File: src/rtl/irqc_pkg.sv
package irqc_pkg;
  localparam int NUM_SRC   = 7;
  localparam int NUM_TMR   = 2;
  localparam int SRC_EXT1  = 0;
  localparam int SRC_EXT2  = 1;
  localparam int SRC_EXT3  = 2;
  localparam int SRC_CODEC = 3;
  localparam int SRC_TMR0  = 4;
  localparam int SRC_MEDIA = 6;

  localparam int ADR_STATUS = 0;
  localparam int ADR_MASK   = 1;
  localparam int ADR_PEND   = 2;
  localparam int ADR_EOI    = 8;

  function automatic logic src_is_level(input int idx);
    return (idx == SRC_EXT1) || (idx == SRC_EXT2) || (idx == SRC_EXT3);
  endfunction
endpackage

File: src/rtl/irqc_sync.sv
module irqc_sync #(
  parameter int W      = 1,
  parameter int STAGES = 2
) (
  input  logic         clk,
  input  logic         rst,
  input  logic [W-1:0] d,
  output logic [W-1:0] q
);
  logic [W-1:0] stg [STAGES];

  always_ff @(posedge clk) begin
    if (rst) begin
      for (int k = 0; k < STAGES; k++) stg[k] <= '0;
    end else begin
      stg[0] <= d;
      for (int k = 1; k < STAGES; k++) stg[k] <= stg[k-1];
    end
  end

  assign q = stg[STAGES-1];
endmodule

File: src/rtl/irqc_deglitch.sv
module irqc_deglitch #(
  parameter int N = 2
) (
  input  logic clk,
  input  logic rst,
  input  logic tick,
  input  logic din,
  output logic filt
);
  logic [N-1:0] hist;
  logic [N-1:0] hist_nxt;

  assign hist_nxt = {hist[N-2:0], din};

  always_ff @(posedge clk) begin
    if (rst) begin
      hist <= '0;
      filt <= 1'b0;
    end else if (tick) begin
      hist <= hist_nxt;
      if (&hist_nxt)       filt <= 1'b1;
      else if (~|hist_nxt) filt <= 1'b0;
    end
  end

  // the filtered level moves only on a sample tick
  assert_filt_on_tick_R5: assert property (@(posedge clk) disable iff (rst)
    !$stable(filt) |-> $past(tick));
  // filtered level rises only when the sampled pin was high
  assert_filt_rise_src_R5: assert property (@(posedge clk) disable iff (rst)
    $rose(filt) |-> $past(din));
endmodule

File: src/rtl/irqc_tmr_align.sv
module irqc_tmr_align (
  input  logic clk,
  input  logic rst,
  input  logic tclk_s,
  input  logic zero_s,
  output logic evt
);
  logic zero_prev;
  logic clk_prev;
  logic pending;
  logic zero_rise;
  logic clk_fall;

  assign zero_rise = zero_s & ~zero_prev;
  assign clk_fall  = clk_prev & ~tclk_s;
  assign evt       = pending & clk_fall;

  always_ff @(posedge clk) begin
    if (rst) begin
      zero_prev <= 1'b0;
      clk_prev  <= 1'b0;
      pending   <= 1'b0;
    end else begin
      zero_prev <= zero_s;
      clk_prev  <= tclk_s;
      if (zero_rise)     pending <= 1'b1;
      else if (clk_fall) pending <= 1'b0;
    end
  end

  // a re-timed underflow is a single-cycle pulse
  assert_tmr_pulse_R8: assert property (@(posedge clk) disable iff (rst)
    evt |=> !evt);
endmodule

File: src/rtl/irq_source_ctrl.sv
module irq_source_ctrl
  import irqc_pkg::*;
#(
  parameter int ADDR_W       = 4,
  parameter int DATA_W       = 8,
  parameter int FILT_SAMPLES = 2,
  parameter int SYNC_STAGES  = 2
) (
  input  logic               clk,
  input  logic               rst,
  input  logic               sample_tick,
  input  logic               media_pin,
  input  logic               ext1_n,
  input  logic               ext2_n,
  input  logic               ext3,
  input  logic               codec_dir,
  input  logic               codec_half,
  input  logic               codec_empty,
  input  logic [NUM_TMR-1:0] tmr_clk,
  input  logic [NUM_TMR-1:0] tmr_zero,
  input  logic [ADDR_W-1:0]  addr,
  input  logic               wr_en,
  input  logic [DATA_W-1:0]  wr_data,
  input  logic               rd_en,
  output logic [DATA_W-1:0]  rd_data,
  output logic               irq,
  output logic               fiq
);
  localparam int SYNC_W = 7 + 2 * NUM_TMR;
  localparam logic [NUM_SRC-1:0] IRQ_SEL = ~(NUM_SRC'(1) << SRC_MEDIA);

  // synchronized, all active high
  logic [SYNC_W-1:0] raw_in;
  logic [SYNC_W-1:0] syn;
  logic media_s, ext1_s, ext2_s, ext3_s, dir_s, half_s, empty_s;
  logic [NUM_TMR-1:0] tclk_s, tzero_s;

  assign raw_in = {tzero_s_src(tmr_zero), tmr_clk, codec_empty, codec_half,
                   codec_dir, ext3, ~ext2_n, ~ext1_n, media_pin};

  function automatic logic [NUM_TMR-1:0] tzero_s_src(input logic [NUM_TMR-1:0] v);
    return v;
  endfunction

  irqc_sync #(.W(SYNC_W), .STAGES(SYNC_STAGES)) u_sync (
    .clk(clk), .rst(rst), .d(raw_in), .q(syn)
  );

  assign media_s = syn[0];
  assign ext1_s  = syn[1];
  assign ext2_s  = syn[2];
  assign ext3_s  = syn[3];
  assign dir_s   = syn[4];
  assign half_s  = syn[5];
  assign empty_s = syn[6];
  assign tclk_s  = syn[7 +: NUM_TMR];
  assign tzero_s = syn[7 + NUM_TMR +: NUM_TMR];

  // media change filter and edge
  logic media_filt, media_filt_q;
  irqc_deglitch #(.N(FILT_SAMPLES)) u_deglitch (
    .clk(clk), .rst(rst), .tick(sample_tick), .din(media_s), .filt(media_filt)
  );

  // codec threshold edge
  logic codec_sel, codec_q;
  assign codec_sel = dir_s ? half_s : empty_s;

  always_ff @(posedge clk) begin
    if (rst) begin
      media_filt_q <= 1'b0;
      codec_q      <= 1'b0;
    end else begin
      media_filt_q <= media_filt;
      codec_q      <= codec_sel;
    end
  end

  // timer re-timing
  logic [NUM_TMR-1:0] tmr_evt;
  for (genvar t = 0; t < NUM_TMR; t++) begin : g_tmr
    irqc_tmr_align u_align (
      .clk(clk), .rst(rst), .tclk_s(tclk_s[t]), .zero_s(tzero_s[t]),
      .evt(tmr_evt[t])
    );
  end

  // per-source set events, levels and clears
  logic [NUM_SRC-1:0] set_evt, lvl, eoi, status, mask, pend;

  always_comb begin
    set_evt            = '0;
    set_evt[SRC_CODEC] = codec_sel & ~codec_q;
    set_evt[SRC_MEDIA] = media_filt & ~media_filt_q;
    for (int t = 0; t < NUM_TMR; t++) set_evt[SRC_TMR0 + t] = tmr_evt[t];
    lvl           = '0;
    lvl[SRC_EXT1] = ext1_s;
    lvl[SRC_EXT2] = ext2_s;
    lvl[SRC_EXT3] = ext3_s;
  end

  for (genvar i = 0; i < NUM_SRC; i++) begin : g_src
    assign eoi[i] = wr_en && (addr == ADDR_W'(ADR_EOI + i));
    if (src_is_level(i)) begin : g_level
      always_ff @(posedge clk) begin
        if (rst) status[i] <= 1'b0;
        else     status[i] <= lvl[i];
      end
    end else begin : g_latch
      always_ff @(posedge clk) begin
        if (rst) status[i] <= 1'b0;
        else     status[i] <= set_evt[i] | (status[i] & ~eoi[i]);
      end
      // a latched bit holds until its own clear address is written
      assert_latch_sticky_R6: assert property (@(posedge clk) disable iff (rst)
        (status[i] && !eoi[i]) |=> status[i]);
      // a set event wins over a clear in the same cycle
      assert_set_wins_R9: assert property (@(posedge clk) disable iff (rst)
        set_evt[i] |=> status[i]);
    end
  end

  // mask register
  always_ff @(posedge clk) begin
    if (rst)                                       mask <= '0;
    else if (wr_en && addr == ADDR_W'(ADR_MASK))   mask <= wr_data[NUM_SRC-1:0];
  end

  assign pend = status & mask;

  // registered outputs
  always_ff @(posedge clk) begin
    if (rst) begin
      irq <= 1'b0;
      fiq <= 1'b0;
    end else begin
      irq <= |(pend & IRQ_SEL);
      fiq <= pend[SRC_MEDIA];
    end
  end

  // read port
  always_ff @(posedge clk) begin
    if (rst || !rd_en) begin
      rd_data <= '0;
    end else begin
      rd_data <= '0;
      if (addr == ADDR_W'(ADR_STATUS))    rd_data[NUM_SRC-1:0] <= status;
      else if (addr == ADDR_W'(ADR_MASK)) rd_data[NUM_SRC-1:0] <= mask;
      else if (addr == ADDR_W'(ADR_PEND)) rd_data[NUM_SRC-1:0] <= pend;
    end
  end

  // with an all-zero mask neither output is raised
  assert_mask_gates_R10: assert property (@(posedge clk) disable iff (rst)
    !$past(|mask) |-> (!irq && !fiq));
  // fast output needs the media mask bit
  assert_fiq_mask_R10: assert property (@(posedge clk) disable iff (rst)
    fiq |-> $past(mask[SRC_MEDIA]));
  // no read strobe, no read data
  assert_rd_idle_R11: assert property (@(posedge clk) disable iff (rst)
    !$past(rd_en) |-> (rd_data == '0));
endmodule

File: config.mk
export PLATFORM = sky130hd
export DESIGN_NAME = irq_source_ctrl
export DESIGN_NICKNAME = d
export VERILOG_FILES = /design/src/rtl/irqc_pkg.sv /design/src/rtl/irqc_sync.sv /design/src/rtl/irqc_deglitch.sv /design/src/rtl/irqc_tmr_align.sv /design/src/rtl/irq_source_ctrl.sv
export SDC_FILE = /design/constraint.sdc
export NUM_CORES = 1
export LEC_CHECK = 0
export BUFFER_PORTS_ARGS = -buffer_cell sky130_fd_sc_hd__buf_2
export CORE_MARGIN = 5
export CORE_UTILIZATION = 40
export DETAILED_ROUTE_END_ITERATION = 7
export GPL_ROUTABILITY_DRIVEN = 0
export PLACE_DENSITY_LB_ADDON = 0.15
export SYNTH_ARGS = -nofsm -noshare
export SYNTH_HDL_FRONTEND = slang
export SYNTH_SLANG_ARGS = --single-unit
File: constraint.sdc
create_clock -name clk -period 2.15 [get_ports clk]
set_input_delay 0.43 -clock clk [delete_from_list [all_inputs] [get_ports clk]]
set_output_delay 0.43 -clock clk [all_outputs]
set_load 0.02 [all_outputs]
==> results of run 1 <==
==> power groups by stage <==
stage / Clock (mW) / Sequential, mW / Combinational (mW)
after floorplan: 0 / 1.08 / 0.0620
after detailed placement: 0 / 1.08 / 0.0973
after global placement: 0 / 1.08 / 0.0965
after global routing: 0.636 / 1.06 / 0.109
after CTS: 0.589 / 1.06 / 0.0976
final: 0.568 / 1.06 / 0.0954
==> per-layer routing <==
metal / up-vias / wire, um / track usage [%]
met5: - / 0 / 0
met2: 32 / 1360 / 16.3
li1: 675 / - / -
met3: 7 / 188 / 3.29
met4: 0 / 54 / 5.15
met1: 560 / 1430 / 13.2
==> cell usage after synthesis, drive strengths merged <==
| library cell | count |
|---|---|
| a21oi | 12 |
| a22oi | 3 |
| a31oi | 1 |
| and2b | 5 |
| and3 | 1 |
| buf | 3 |
| clkbuf | 6 |
| conb | 1 |
| dfxtp | 55 |
| ha | 1 |
| inv | 2 |
| mux2i | 10 |
| nand2 | 8 |
| nand2b | 17 |
| nand3 | 1 |
| nand3b | 3 |
| nand4 | 1 |
| nor2 | 8 |
| nor2b | 33 |
| o21ai | 12 |
| o31ai | 2 |
| or2b | 2 |
==> per-stage QoR <==
| step | std cells | util [%] | power, mW | hold WS (ns) | instance area (um^2) |
|---|---|---|---|---|---|
| after floorplan | 187 | - | 1.14 | 0.400 | 1910 |
| after global placement | 269 | 45.2 | 1.18 | 0.405 | 2120 |
| after detailed placement | 269 | 45.2 | 1.18 | 0.413 | 2120 |
| after CTS | 277 | 47.2 | 1.74 | 0.250 | 2210 |
| after global routing | 277 | 47.2 | 1.81 | 0.241 | 2210 |
| final | 277 | 47.2 | 1.72 | 0.258 | 2210 |
==> worst min path at each step <==
stage	startpoint	to	slack (ns)	cells after the start
2_1_floorplan	codec_q	status[3]	0.40	1
3_3_place_gp	codec_q	status[3]	0.41	1
3_5_place_dp	codec_q	status[3]	0.41	1
4_1_cts	ext1_n	u_sync.stg[0][1]	0.25	2
5_1_grt	ext1_n	u_sync.stg[0][1]	0.24	2
6_report	ext1_n	u_sync.stg[0][1]	0.26	2
==> critical path: stages <==
cell     delay, ns
buf_2         0.20
nor2b_4       0.26
and3_1        0.49
mux2i_1       0.24
==> cell type report <==
type,instances,share of cell area [%]
flip-flops and latches,55,49.7
multi-input cells,121,34.1
repair buffers,37,8.59
clock buffers,5,3.11
well taps,54,3.05
clock inverters,3,1.07
inverters,2,0.339
==> registers in the layout, summed over array words and instances, names as in the netlist, 2 cells and up <==
signal,cells
g_tmr.u_align.zero_prev,2
g_tmr.u_align.clk_prev,2
status,7
mask,7
u_sync.stg,22
rd_data,7
g_tmr.u_align.pending,2
==> cell families (layout without fill, tap and decap cells) <==
group | after synthesis | after routing | share of synthesized area [%]
compound gates | 30 | 30 | 8.58
fa+ha+maj | 1 | 1 | 0.655
buf+inv | 11 | 47 | 2.88
flops | 55 | 55 | 57.6
mux | 10 | 10 | 5.24
other cells | 1 | 1 | 0.196
simple gates | 79 | 79 | 24.8
==> results.sh, run 1 <==
export IMPL_status="completed"
export IMPL_crit_start="addr[0]"
export IMPL_viasPerCell=4.60
export IMPL_cts_setup_buffers=0
export IMPL_syn_avg_cell_area_um2=10.2
export IMPL_cts_resized=0
export IMPL_drt_first_pass_iters=4
export IMPL_rr_worst_depth=4
export IMPL_p_int_mw=1.33
export IMPL_drc=0
export IMPL_die_area_um2=6260
export IMPL_clock_sinks=55
export IMPL_grt_pass1_wl_um=5100
export IMPL_portBuffers=35
export IMPL_worst_r2r_endpoint="u_deglitch.filt"
export IMPL_syn2layout_area_growth_pct=15.8
export IMPL_min_period_over_period_pct=64.6
export IMPL_period_needed_ns=1.39
export IMPL_crit_required_ns=2.38
export IMPL_power_switching_uw=389
export IMPL_ys_top_cells_by_area="dfxtp_1 58%, nor2b_1 10%, nand2b_1 5.6%, mux2i_1 5.2%, a21oi_1 3.1%"
export IMPL_fin_setup_tns_ns=0
export IMPL_maxCapViolCount=0
export IMPL_ioPinCount=38
export IMPL_reg2reg_slack_ns=1.05
export IMPL_cts_tree="done"
export IMPL_seqCellArea_um2=1100
export IMPL_antenna_found_initial=0
export IMPL_slew_violations=0
export IMPL_max_freq_mhz=721
export IMPL_coreArea_um2=4690
export IMPL_syn_inst=187
export IMPL_ir_worst_vdd_v=0.000437
export IMPL_numCtsBuffers=5
export IMPL_rr_startpoint="u_deglitch.hist[0]"
export IMPL_syn_area_um2=1910
export IMPL_wl_um=3030
export IMPL_sequentialPowerShare_pct=61.4
export IMPL_wl_per_cell_um=10.9
export IMPL_p_leak_nw=0.893
export IMPL_synth_seq_cells=55
export IMPL_diodes=0
export IMPL_final_cell_mix="55 x dfxtp_1, 35 x buf_2, 32 x nor2b_1"
export IMPL_synth_top_area_cell="dfxtp_1"
export IMPL_multi_input_area_um2=754
export IMPL_grt_overflow=0
export IMPL_place_ws_ns=0.419
export IMPL_endpoint_kind="register"
export IMPL_ant_nets=0
export IMPL_initialDrtViolationCount=86
export IMPL_hold_viol=0
export IMPL_arrival_ns=1.62
export IMPL_drive_gt1_share_pct=21.1
export IMPL_rows=25
export IMPL_grt_pass1_vias=1133
export IMPL_synth_fp_nets=216
export IMPL_clock_path_buffers=2
export IMPL_clock_latency_ns=0.31
export IMPL_power_density_nw_per_um2=777
export IMPL_critical_path_class="in -> reg"
export IMPL_layout_commonest_cell="dfxtp_1"
export IMPL_switching_share_pct=22.6
export IMPL_hold_class="in -> reg"
export IMPL_cts_hold_buffers=0
export IMPL_setup_viol=0
export IMPL_initial_core_util_pct=40.7
export IMPL_fp_dieW_um=79.1
export IMPL_pwr_share_clk_pct=33.0
export IMPL_critPathCapture="mask[1]"
export IMPL_nets=251
export IMPL_fillCellCount=462
export IMPL_path_max_fanout=13
export IMPL_ys_seq_area_share_pct=57.6
export IMPL_rsz0062_at_grt="no"
export IMPL_ys_types=27
export IMPL_synth_warnings=0
export IMPL_critPathLaunchType="primary input"
export IMPL_hpwl_um=2140
export IMPL_die_h_um=79.1
export IMPL_layout_setup_ws_ns=0.762
export IMPL_pwr_share_comb_pct=5.5
export IMPL_grt_util_all_layers_pct=10.5
export IMPL_via_count=1274
export IMPL_grt_max_degree=27
export IMPL_htree_levels=2
export IMPL_synth_top_area_share_pct=57.6
export IMPL_fin_worst_skew_ns=0.00661
export IMPL_cts_reportedPaths_clkPinSlew_ns=0.10
export IMPL_ctsRootBufferMaster="clkbuf_8"
Power figures use the tool's default switching activity.
==> run 2: changes to the inputs <==
Clock period 2.15 ns to 1.35 ns, I/O delays scaled along.
==> run 2 against run 1 <==
Against the previous run:
- first-iteration DRC count increased by 1.2%
- sequential share of layout area decreased by 0.83 points
- total power grew 58%
- via count stayed put
- global-route usage decreased by 0.26 points
- register-to-register slack got worse by 0.79 ns
- worst hold slack worse by 0.15 ns
- combinational power increased by 69%
- highest routed layer unchanged
- sequential cell count did not move
- non-clock buffer count grew 4
==> results.sh, run 2 (same netlist as run 1, synthesis figures left out) <==
export IMPL_status="completed"
export IMPL_holdPathEnd="u_sync.stg[0][1]"
export IMPL_portBuffers=35
export IMPL_crit_path_top_delay_cell="dfxtp_1"
export IMPL_ir_worst_vdd_v=0.000735
export IMPL_htree_levels=2
export IMPL_cp_buffers_inverters=0
export IMPL_fillCellCount=459
export IMPL_power_switching_uw=604
export IMPL_slew_violations=0
export IMPL_clock_path_buffers=2
export IMPL_grt_overflow=0
export IMPL_max_freq_mhz=915
export IMPL_fin_setup_tns_ns=0
export IMPL_setup_viol=0
export IMPL_via_count=1274
export IMPL_die_area_um2=6260
export IMPL_min_period_over_period_pct=81.0
export IMPL_drive_gt1_share_pct=22.5
export IMPL_critical_path_class="reg -> reg"
export IMPL_rsz0062_at_grt="no"
export IMPL_sequentialPowerShare_pct=61.8
export IMPL_grtUsageMet3_pct=3.85
export IMPL_met2_usage_pct=15.4
export IMPL_min_path_cells=2
export IMPL_antenna_found_initial=0
export IMPL_power_density_nw_per_um2=1210
export IMPL_wl_um=3000
export IMPL_coreArea_um2=4690
export IMPL_initialDrtViolationCount=87
export IMPL_drc=0
export IMPL_fin_worst_skew_ns=0.00511
export IMPL_viasPerCell=4.53
export IMPL_maxCapViolCount=0
export IMPL_die_h_um=79.1
export IMPL_crit_required_ns=1.55
export IMPL_grt_max_degree=24
export IMPL_hold_viol=0
export IMPL_cts_reportedPaths_clkPinSlew_ns=0.10
export IMPL_pwr_share_clk_pct=32.3
export IMPL_grt_util_all_layers_pct=10.3
export IMPL_clock_sinks=55
export IMPL_ant_nets=0
export IMPL_nets=255
export IMPL_pwr_share_comb_pct=5.9
export IMPL_clock_latency_ns=0.30
export IMPL_rr_worst_depth=4
export IMPL_diodes=0
export IMPL_drt_first_pass_iters=4
export IMPL_min_from="ext1_n"
export IMPL_placed_cells=273
export IMPL_rows=25
export IMPL_cts_hold_buffers=0
export IMPL_critPathLaunchType="register"
export IMPL_top_usage_layer="met2"
export IMPL_cts_tree="done"
export IMPL_p_int_mw=2.12
export IMPL_crit_path_cell_trace="ha_1 > nor2b_1 > mux2i_1 > nor2_1"
export IMPL_ctsRootBufferMaster="clkbuf_8"
export IMPL_syn2layout_area_growth_pct=17.8
export IMPL_switching_share_pct=22.2
export IMPL_path_delay_family="flip-flops"
export IMPL_hpwl_um=2120
export IMPL_worst_r2r_endpoint="u_deglitch.filt"
export IMPL_reg2reg_slack_ns=0.26
export IMPL_rr_startpoint="u_deglitch.hist[0]"
export IMPL_largest_register="u_sync.stg"
export IMPL_wl_per_cell_um=10.7
export IMPL_numCtsBuffers=5
export IMPL_p_leak_nw=0.919
export IMPL_final_cells=281
export IMPL_dpl_cell_area_um2=2160
export IMPL_fp_dieW_um=79.1
export IMPL_arrival_ns=1.29
export IMPL_grt_pass1_vias=1167
export IMPL_critPathMaxStageDelay_ns=0.33
export IMPL_cts_setup_buffers=0
export IMPL_met1_usage_pct=12.8
export IMPL_path_max_fanout=2
export IMPL_hold_ws_ns=0.105
export IMPL_layout_commonest_cell="dfxtp_1"
export IMPL_grt_pass1_wl_um=5070
export IMPL_cts_resized=0
export IMPL_initial_core_util_pct=40.7
export IMPL_hold_class="in -> reg"
export IMPL_largest_reg_flops=22
export IMPL_fin_area_um2=2250
export IMPL_endpoint_kind="register"
export IMPL_period_needed_ns=1.09
export IMPL_ioPinCount=38
export IMPL_final_cell_mix="55 x dfxtp_1, 35 x buf_2, 32 x nor2b_1"
run 2: cell count changes in the layout (fill, tap and decap cells not counted), sizes merged:
cell | before | now
clkinv | 1 | 2
buf | 37 | 41
clkinvlp | 1 | 0
run 2: worst max path at each step:
stage / from / to / slack (ns) / cells past startpoint
2_1_floorplan: u_deglitch.hist[0] / u_deglitch.filt / 0.31 / 4
3_3_place_gp: addr[1] / mask[0] / 0.17 / 5
3_5_place_dp: addr[3] / mask[1] / 0.11 / 5
4_1_cts: u_deglitch.hist[0] / u_deglitch.filt / 0.24 / 4
5_1_grt: u_deglitch.hist[0] / u_deglitch.filt / 0.19 / 4
6_report: u_deglitch.hist[0] / u_deglitch.filt / 0.26 / 4
run 2: cell type report:
cell class	instances	area [um^2]	area share (%)
Inverter	2	7.51	0.334
Sequential cell	55	1100	48.9
Timing Repair Buffer	41	233	10.3
Multi-Input combinational cell	121	754	33.5
Clock buffer	5	68.8	3.06
Clock inverter	3	18.8	0.834
Tap cell	54	67.6	3.00
run 2: worst reg2reg max path, stage by stage, from the launching register on:
cell and delay [ns]:
dfxtp_1 0.33, ha_1 0.29, nor2b_1 0.14, mux2i_1 0.19, nor2_1 0.05
run 2: metrics by stage:
step	setup WS, ns	utilization, %	total power [mW]
2_1_floorplan	0.314	-	1.82
3_3_place_gp	0.170	46.1	1.88
3_5_place_dp	0.113	46.1	1.89
4_1_cts	0.245	48.0	2.77
5_1_grt	0.190	48.0	2.86
6_report	0.257	48.0	2.72
run 2: power by group through the flow:
stage	logic [mW]	registers [mW]	clock network, mW
finish	0.161	1.68	0.880
floorplan	0.0987	1.72	0
detailed placement	0.163	1.72	0
global placement	0.163	1.72	0
CTS	0.164	1.68	0.921
global route	0.182	1.69	0.988
run 2: metal layers:
layer  up-vias  part of all wire, %
met4         0                  2.6
li1        681                    -
met1       551                   49
met3         9                  6.4
met5         -                    0
met2        33                   42
==> run 3: changes to the inputs <==
Clock period 1.35 ns to 1.1 ns, I/O delays scaled along.
==> run 3 against run 2 <==
Against the previous run:
- total power rose by 24%
- worst hold slack lost 0.058 ns
- critical endpoint unchanged
- worst setup slack worse by 0.18 ns
- clock skew decreased by 0.0019 ns
- critical path depth stayed put
- first-iteration DRC count is 23% lower
- highest routed layer unchanged
- sequential power is 23% higher
- clock power up 26%
- count of clock-buffer cells in the layout is the same
- register-to-register slack got worse by 0.18 ns
- die area unchanged
==> results.sh, run 3 (same netlist as run 1, synthesis figures left out) <==
export IMPL_status="completed"
export IMPL_largest_register="u_sync.stg"
export IMPL_critical_path_class="reg -> reg"
export IMPL_hold_class="in -> reg"
export IMPL_hpwl_um=2220
export IMPL_power_density_nw_per_um2=1470
export IMPL_setup_viol=0
export IMPL_antenna_found_initial=0
export IMPL_portBuffers=35
export IMPL_sequentialPowerShare_pct=61.0
export IMPL_htree_levels=2
export IMPL_fin_setup_tns_ns=0
export IMPL_ir_worst_vdd_v=0.000707
export IMPL_layout_commonest_cell="dfxtp_1"
export IMPL_slew_violations=0
export IMPL_path_max_fanout=2
export IMPL_grt_util_all_layers_pct=10.3
export IMPL_viasPerCell=4.51
export IMPL_numCtsBuffers=5
export IMPL_drc=0
export IMPL_cts_reportedPaths_clkPinSlew_ns=0.10
export IMPL_pwr_share_clk_pct=32.8
export IMPL_ant_nets=0
export IMPL_pwr_share_comb_pct=6.2
export IMPL_die_area_um2=6260
export IMPL_syn2layout_area_growth_pct=21.0
export IMPL_endpoint_kind="register"
export IMPL_reg2reg_slack_ns=0.07
export IMPL_critPathMaxStageDelay_ns=0.35
export IMPL_rr_worst_depth=4
export IMPL_via_count=1291
export IMPL_coreArea_um2=4690
export IMPL_switching_share_pct=22.6
export IMPL_rsz0062_at_grt="no"
export IMPL_max_freq_mhz=973
export IMPL_clock_path_buffers=2
export IMPL_ctsRootBufferMaster="clkbuf_8"
export IMPL_p_leak_nw=0.941
export IMPL_cts_tree="done"
export IMPL_grt_max_degree=19
export IMPL_die_h_um=79.1
export IMPL_crit_required_ns=1.30
export IMPL_rows=25
export IMPL_nets=260
export IMPL_wl_per_cell_um=10.5
export IMPL_dpl_cell_area_um2=2200
export IMPL_grt_pass1_vias=1165
export IMPL_grt_pass1_wl_um=5040
export IMPL_crit_path_top_delay_cell="dfxtp_2"
export IMPL_ioPinCount=38
export IMPL_placed_cells=278
export IMPL_power_total_mw=3.39
export IMPL_clock_latency_ns=0.30
export IMPL_clock_sinks=55
export IMPL_initialDrtViolationCount=67
export IMPL_cts_setup_buffers=0
export IMPL_final_cells=286
export IMPL_final_cell_mix="53 x dfxtp_1, 35 x buf_2, 31 x nor2b_1"
export IMPL_fin_worst_skew_ns=0.00323
export IMPL_hold_viol=0
export IMPL_p_int_mw=2.62
export IMPL_drive_gt1_share_pct=25.9
export IMPL_fp_dieW_um=79.1
export IMPL_arrival_ns=1.23
export IMPL_grt_overflow=0
export IMPL_min_path_cells=2
export IMPL_fin_area_um2=2310
export IMPL_diodes=0
export IMPL_wl_um=3000
export IMPL_maxCapViolCount=0
export IMPL_largest_reg_flops=22
export IMPL_critPathLaunchType="register"
export IMPL_drt_first_pass_iters=4
export IMPL_power_switching_uw=764
export IMPL_crit_path_cell_trace="ha_4 > nor2b_2 > mux2i_1 > nor2_1"
export IMPL_period_needed_ns=1.03
export IMPL_min_period_over_period_pct=93.5
export IMPL_initial_core_util_pct=40.7
==> run 3: cell count changes in the layout (fill, tap and decap cells not counted) <==
cell	before	now
buf_4	5	10
clkinv_2	2	1
clkinvlp_4	0	1
dfxtp_1	55	53
dfxtp_2	0	2
ha_1	1	0
ha_4	0	1
inv_6	1	0
inv_8	0	1
nor2b_1	32	31
nor2b_2	0	1
==> run 3: final timing paths <==
kind	from	endpoint
worst min register to register	codec_q	status[3]
worst max register to register	u_deglitch.hist[0]	u_deglitch.filt
worst min-delay path	ext2_n	u_sync.stg[0][2]
worst max-delay path	u_deglitch.hist[0]	u_deglitch.filt
==> run 3: area by class of cell <==
| type | count | area (um^2) |
|---|---|---|
| Clock inverter | 3 | 23.8 |
| Tap cell | 54 | 67.6 |
| Timing Repair Buffer | 46 | 270 |
| Inverter | 2 | 7.51 |
| Clock buffer | 5 | 68.8 |
| Multi-Input combinational cell | 121 | 769 |
| Fill cell | 447 | 2380 |
| Sequential cell | 55 | 1100 |
==> run 3: timing repair <==
item,4_1_cts,5_1_grt
hold buffers,0,0
endpoints found under the hold margin,0,0
gates resized for setup,2,2
cloned,0,0
endpoints found under the setup margin,1,1
==> run 3: layer usage <==
layer	GRT usage (%)	share of wire, %	up-vias
li1	-	-	692
met1	12.2	46	557
met2	16.5	45	35
met3	3.63	6.9	7
met4	5.15	2.0	0
met5	0	0	-
==> run 3: worst max-delay path, delay by kind of cell (launching register included) <==
family | cells | cell delay [ns]
flops | 1 | 0.35
fa+ha+maj | 1 | 0.23
mux | 1 | 0.19
simple gates | 2 | 0.17
==> run 3: through the flow <==
stage	util [%]	setup WS, ns	hold WS (ns)
after CTS	49.2	0.0236	0.0368
after floorplan	-	0.0635	0.287
after detailed placement	46.9	-0.0560	0.374
after global placement	46.9	-0.0210	0.374
final	49.3	0.0720	0.0468
after global routing	49.3	0.0135	0.0399
==> run 3: power by group through the flow <==
stage                     registers, mW  clock network (mW)  logic (mW)
after detailed placement           2.11                   0       0.212
after global placement             2.11                   0       0.210
after global routing               2.08                1.25       0.239
final                              2.07                1.11       0.210
after floorplan                    2.11                   0       0.121
after CTS                          2.07                1.16       0.213
